--- config.mk ---
export PLATFORM = sky130hd
export DESIGN_NAME = downcount_timer
export DESIGN_NICKNAME = d
export VERILOG_FILES = /design/src/rtl/tmr_pkg.sv /design/src/rtl/tmr_fsm.sv /design/src/rtl/tmr_ctl_reg.sv /design/src/rtl/tmr_counter.sv /design/src/rtl/downcount_timer.sv
export SDC_FILE = /design/constraint.sdc
export NUM_CORES = 1
export LEC_CHECK = 0
export BUFFER_PORTS_ARGS = -buffer_cell sky130_fd_sc_hd__buf_4
export CAP_MARGIN = 15
export CORE_MARGIN = 5
export CORE_UTILIZATION = 57
export CTS_CLUSTER_SIZE = 14
export DETAILED_ROUTE_END_ITERATION = 6
export PLACE_DENSITY = 0.85
export SYNTH_ARGS = -nofsm -noshare
export SYNTH_HDL_FRONTEND = slang
export SYNTH_SLANG_ARGS = --single-unit
--- constraint.sdc ---
create_clock -name clk -period 4.4 [get_ports clk]
set_input_delay 0.22 -clock clk [delete_from_list [all_inputs] [get_ports clk]]
set_output_delay 0.22 -clock clk [all_outputs]
set_load 0.05 [all_outputs]
--- src/rtl/tmr_pkg.sv ---
package tmr_pkg;
    localparam int CTL_W   = 7;
    localparam int B_RUN   = 0;
    localparam int B_AUTO  = 1;
    localparam int B_LOAD  = 2;
    localparam int B_IE    = 3;
    localparam int B_PEND  = 4;

    typedef enum logic {
        ST_IDLE  = 1'b0,
        ST_COUNT = 1'b1
    } run_state_e;
endpackage

--- src/rtl/tmr_fsm.sv ---
module tmr_fsm
    import tmr_pkg::*;
(
    input  logic clk,
    input  logic rst_n,
    input  logic ctl_we,
    input  logic run_bit,
    input  logic expire,
    input  logic auto_rld,
    output logic running
);
    run_state_e state_q, state_d;

    always_ff @(posedge clk) begin
        if (!rst_n) state_q <= ST_IDLE;
        else        state_q <= state_d;
    end

    always_comb begin
        state_d = state_q;
        unique case (state_q)
            ST_IDLE: begin
                if (ctl_we && run_bit) state_d = ST_COUNT;
            end
            ST_COUNT: begin
                if (ctl_we)                   state_d = run_bit ? ST_COUNT : ST_IDLE;
                else if (expire && !auto_rld) state_d = ST_IDLE;
            end
        endcase
    end

    always_comb begin
        running = (state_q == ST_COUNT);
    end
endmodule

--- src/rtl/tmr_ctl_reg.sv ---
module tmr_ctl_reg
    import tmr_pkg::*;
(
    input  logic clk,
    input  logic rst_n,
    input  logic ctl_we,
    input  logic wr_auto,
    input  logic wr_ie,
    input  logic wr_pend,
    input  logic expire,
    output logic auto_rld,
    output logic irq_en,
    output logic pending,
    output logic irq_pulse
);
    always_ff @(posedge clk) begin
        if (!rst_n) begin
            auto_rld  <= 1'b0;
            irq_en    <= 1'b0;
            pending   <= 1'b0;
            irq_pulse <= 1'b0;
        end else begin
            irq_pulse <= expire && irq_en;
            if (ctl_we) begin
                auto_rld <= wr_auto;
                irq_en   <= wr_ie;
                if (wr_pend) pending <= 1'b0;
            end else if (expire && irq_en) begin
                pending <= 1'b1;
            end
        end
    end
endmodule

--- src/rtl/tmr_counter.sv ---
module tmr_counter #(
    parameter int CNT_W = 32
) (
    input  logic             clk,
    input  logic             rst_n,
    input  logic             cnt_we,
    input  logic             rld_we,
    input  logic [CNT_W-1:0] wdata,
    input  logic             take_rld,
    input  logic             wrap,
    input  logic             step,
    output logic [CNT_W-1:0] count,
    output logic [CNT_W-1:0] reload,
    output logic             at_zero
);
    localparam logic [CNT_W-1:0] ONE  = CNT_W'(1);
    localparam logic [CNT_W-1:0] ALL1 = {CNT_W{1'b1}};

    always_ff @(posedge clk) begin
        if (!rst_n)      reload <= '0;
        else if (rld_we) reload <= wdata;
    end

    always_ff @(posedge clk) begin
        if (!rst_n)        count <= '0;
        else if (cnt_we)   count <= wdata;
        else if (take_rld) count <= reload;
        else if (wrap)     count <= ALL1;
        else if (step)     count <= count - ONE;
    end

    always_comb at_zero = (count == '0);
endmodule

--- src/rtl/downcount_timer.sv ---
module downcount_timer
    import tmr_pkg::*;
#(
    parameter int CNT_W = 32
) (
    input  logic             clk,
    input  logic             rst_n,
    input  logic             tick,
    input  logic             cnt_we,
    input  logic             rld_we,
    input  logic             ctl_we,
    input  logic [CNT_W-1:0] wdata,
    output logic [CNT_W-1:0] cnt_rd,
    output logic [CNT_W-1:0] rld_rd,
    output logic [CTL_W-1:0] ctl_rd,
    output logic             irq_pulse
);
    logic running, auto_rld, irq_en, pending, at_zero;
    logic blocked, live_tick, expire, take_rld, wrap, step;

    always_comb begin
        blocked   = cnt_we || ctl_we;
        live_tick = running && tick && !blocked;
        expire    = live_tick && at_zero;
        step      = live_tick && !at_zero;
        wrap      = expire && !auto_rld;
        take_rld  = (ctl_we && wdata[B_LOAD]) || (expire && auto_rld);
    end

    tmr_fsm u_fsm (
        .clk      (clk),
        .rst_n    (rst_n),
        .ctl_we   (ctl_we),
        .run_bit  (wdata[B_RUN]),
        .expire   (expire),
        .auto_rld (auto_rld),
        .running  (running)
    );

    tmr_ctl_reg u_ctl (
        .clk       (clk),
        .rst_n     (rst_n),
        .ctl_we    (ctl_we),
        .wr_auto   (wdata[B_AUTO]),
        .wr_ie     (wdata[B_IE]),
        .wr_pend   (wdata[B_PEND]),
        .expire    (expire),
        .auto_rld  (auto_rld),
        .irq_en    (irq_en),
        .pending   (pending),
        .irq_pulse (irq_pulse)
    );

    tmr_counter #(.CNT_W(CNT_W)) u_cnt (
        .clk      (clk),
        .rst_n    (rst_n),
        .cnt_we   (cnt_we),
        .rld_we   (rld_we),
        .wdata    (wdata),
        .take_rld (take_rld),
        .wrap     (wrap),
        .step     (step),
        .count    (cnt_rd),
        .reload   (rld_rd),
        .at_zero  (at_zero)
    );

    always_comb begin
        ctl_rd         = '0;
        ctl_rd[B_RUN]  = running;
        ctl_rd[B_AUTO] = auto_rld;
        ctl_rd[B_IE]   = irq_en;
        ctl_rd[B_PEND] = pending;
    end
endmodule

==> results.py <==
metrics = {
    "setup_path": {
        "reg2reg_to": "u_cnt.count[14]",
        "r2r_start": "u_cnt.count[0]",
        "critical_path.top_delay_family": "simple AND/OR/NAND/NOR gates",
        "cpPeakStageDelay_ps": 520,
        "rrSetupSlack_ps": 1820,
        "critPathSlowestCell": "nor4b_1",
        "crit_buf_inv": 1,
        "crit_path_end_kind": "flip-flop",
        "arrival_ps": 2820,
        "cp.required_ps": 4640,
        "reg2reg_depth": 8,
        "worstPathCellList": "inv_1 > ha_1 > nor4b_1 > nand3_1 > a2111o_1 > a21oi_1 > and3_1 > nor3_1",
        "crit_path_start_kind": "flip-flop",
        "cp_max_fo": 7,
        "critPathKind": "reg -> reg",
    },
    "floorplan": {
        "die_h_um": 92.4,
        "start_util": 0.577,
        "die_x_um": 92.4,
        "rows": 30,
        "io_pins": 110,
        "placeableCoreArea_mm2": 0.00672,
        "die-area_mm2": 0.00854,
    },
    "global_route": {
        "antenna_found_initial": 0,
        "busiest_layer": "met2",
        "met3_usage": 0.0552,
        "grtUsageMet2": 0.434,
        "grt_pass1_vias": 3669,
        "grt_pass1_wl_um": 17900,
        "grt_max_degree": 59,
        "overflow": 0,
        "grt_use_total": 0.258,
        "met1_usage": 0.321,
    },
    "final_layout": {
        "final_nets": 562,
        "drive_gt1_frac": 0.285,
        "antenna_cells": 0,
        "syn2layout_area_growth_pct": 24.5,
    },
    "clocking": {
        "numCtsBuffers": 9,
        "cts_setup_buffers": 0,
        "clk_latency_ps": 350,
        "hold_buffers": 0,
        "cts_resized": 0,
        "cts_tree": "built",
        "clk_pin_slew_worst_paths_ps": 80,
        "clockBufferDepth": 2,
        "cts.sink_count": 69,
        "root_buffer": "clkbuf_8",
        "h-tree-depth": 3,
    },
    "routing": {
        "dr.pass1.iters": 5,
        "detail_route.wl_per_cell_um": 18.4,
        "num_vias": 3841,
        "drc": 0,
        "viasPerCell": 6.33,
        "wl_um": 11200,
        "drtIter0Drc": 292,
        "final_antenna_net_count": 0,
    },
    "yosys": {
        "ys_warn_count": 0,
        "avgSynthCellArea_um2": 8.84,
        "synthTopCellsByCount": "dfxtp_1, nor2_1, mux2i_1",
        "ys.flop_type": "dfxtp_1",
        "yosysUniqueCellTypes": 59,
        "synth_area_mm2": 0.00387,
        "yosys.area.top_type": "dfxtp_1",
        "syn_inst": 438,
        "synthTopCellsByArea": "dfxtp_1, mux2i_1, nor2_1, a22oi_1, xor2_1",
        "ys_seq_area_frac": 0.357,
        "synth.top_cell.area_share": 0.357,
        "yosysMostFrequentCell": "dfxtp_1",
        "ys_async_sr_fraction": 0,
        "synth-edff-count": 0,
        "ys_ff_latch": 69,
    },
    "sta": {
        "worst_pin_slew_ps": 1040,
        "hold_viol": 0,
        "maxSlewHeadroom": 0.303,
        "slew_violations": 0,
        "fmax_mhz": 388,
        "grt_setup_unrepaired": "false",
        "fin_crit_sh": 0.586,
        "finalClockSkew_ps": 4.62,
        "final.setup.tns_ps": 0,
        "setup_viol": 0,
        "min_period_ps": 2580,
    },
    "placed_design": {
        "dp_hpwl_um": 7660,
        "io_buffers": 106,
        "routabilityCongestion": 0.913,
    },
    "worst_hold_path": {
        "hp-class": "in -> reg",
        "whs_endpoint": "u_fsm.running",
        "min_from": "wdata[0]",
        "min_path_cells": 3,
    },
    "pwr": {
        "p_total_w": 0.00180,
        "powerDensity_mw_per_mm2": 373,
        "p_leak_nw": 2.07,
        "vdd_ir_drop_max_mv": 0.202,
    },
    "job": {
        "drv_cap": 0,
    },
    "status": {
        "status": "finished, final reports clean",
    },
}
==> worst min-delay path, delay by kind of cell <==
kind | cells | cell delay [ps]
compound gates | 1 | 60
buf+inv | 1 | 90
simple gates | 1 | 60
==> power breakdown <==
group | total [W] | leakage, nW | internal (W) | switching [W]
clock network | 0.000533 | 0.0959 | 0.000278 | 0.000254
registers | 0.000733 | 0.570 | 0.000667 | 0.0000653
logic | 0.000532 | 1.40 | 0.000184 | 0.000348
==> sequential cells by signal, summed over array words and instances (netlist names) <==
name             flops
u_ctl.auto_rld       1
u_cnt.count         32
u_ctl.pending        1
u_ctl.irq_pulse      1
u_fsm.running        1
u_cnt.reload        32
u_ctl.irq_en         1
==> cell families after synthesis <==
family / synth area share
adder cells (fa/ha/maj): 0.00646
buffers and inverters: 0.0604
multiplexers: 0.0879
AO/OA/AOI/OAI: 0.232
AND/OR/NAND/NOR: 0.200
XOR/XNOR: 0.0565
flip-flops: 0.357
other: 0.000968
==> metrics by stage <==
stage          worst slack (ps)  area, um2  hold slack, ps  std cells  utilization
2_1_floorplan              1880       3880             352        440            -
3_3_place_gp               1930       4620             464        591        0.688
6_report                   1820       4820             108        607        0.718
4_1_cts                    1850       4820             102        607        0.718
3_5_place_dp               1880       4620             467        591        0.688
5_1_grt                    1570       4820             107        607        0.718
==> worst max-delay path by stage <==
stage	from	to	slack (ps)	cells after the start
finish	u_cnt.count[0]	u_cnt.count[14]	1820	8
global route	u_cnt.count[0]	u_cnt.count[14]	1570	8
CTS	u_cnt.count[18]	u_cnt.count[14]	1850	6
detailed placement	u_cnt.count[18]	u_cnt.count[14]	1880	6
global placement	ctl_we	u_cnt.count[29]	1930	8
floorplan	u_cnt.count[12]	u_cnt.count[23]	1880	9
==> layer usage <==
metal / vias up / wire length (um)
li1: 1802 / -
met5: - / 0
met3: 27 / 806
met4: 0 / 229
met2: 181 / 5570
met1: 1831 / 4570
==> cell usage in the layout, fill, tap and decap left out, types with 3 or more instances in the layout <==
| cell | count |
|---|---|
| o211ai_1 | 3 |
| o221ai_1 | 12 |
| o21ai_1 | 4 |
| xnor2_1 | 8 |
| o31ai_1 | 4 |
| and3_1 | 3 |
| nand3_1 | 7 |
| o221ai_2 | 8 |
| nor4_1 | 9 |
| inv_1 | 8 |
| mux2i_1 | 34 |
| nor3b_1 | 4 |
| nor3_2 | 3 |
| a211oi_1 | 4 |
| nor2_1 | 53 |
| a22oi_1 | 21 |
| or3_1 | 5 |
| dfxtp_1 | 69 |
| nand4_2 | 3 |
| o21ai_0 | 12 |
| o21a_1 | 4 |
| xor2_1 | 17 |
| nor3_1 | 17 |
| a221oi_1 | 6 |
| buf_4 | 110 |
| nand2_1 | 22 |
| o22ai_1 | 9 |
| conb_1 | 3 |
| clkbuf_8 | 10 |
| a21oi_1 | 15 |
==> cell type report <==
cell class                      instances  area (um2)
Timing Repair Buffer                  110         826
Clock inverter                          5        58.8
Tap cell                               80         100
Inverter                                9        33.8
Multi-Input combinational cell        323        2280
Sequential cell                        69        1380
Fill cell                             524        1900
Clock buffer                           11         141
Note: power is estimated with default switching activity, not from simulation.
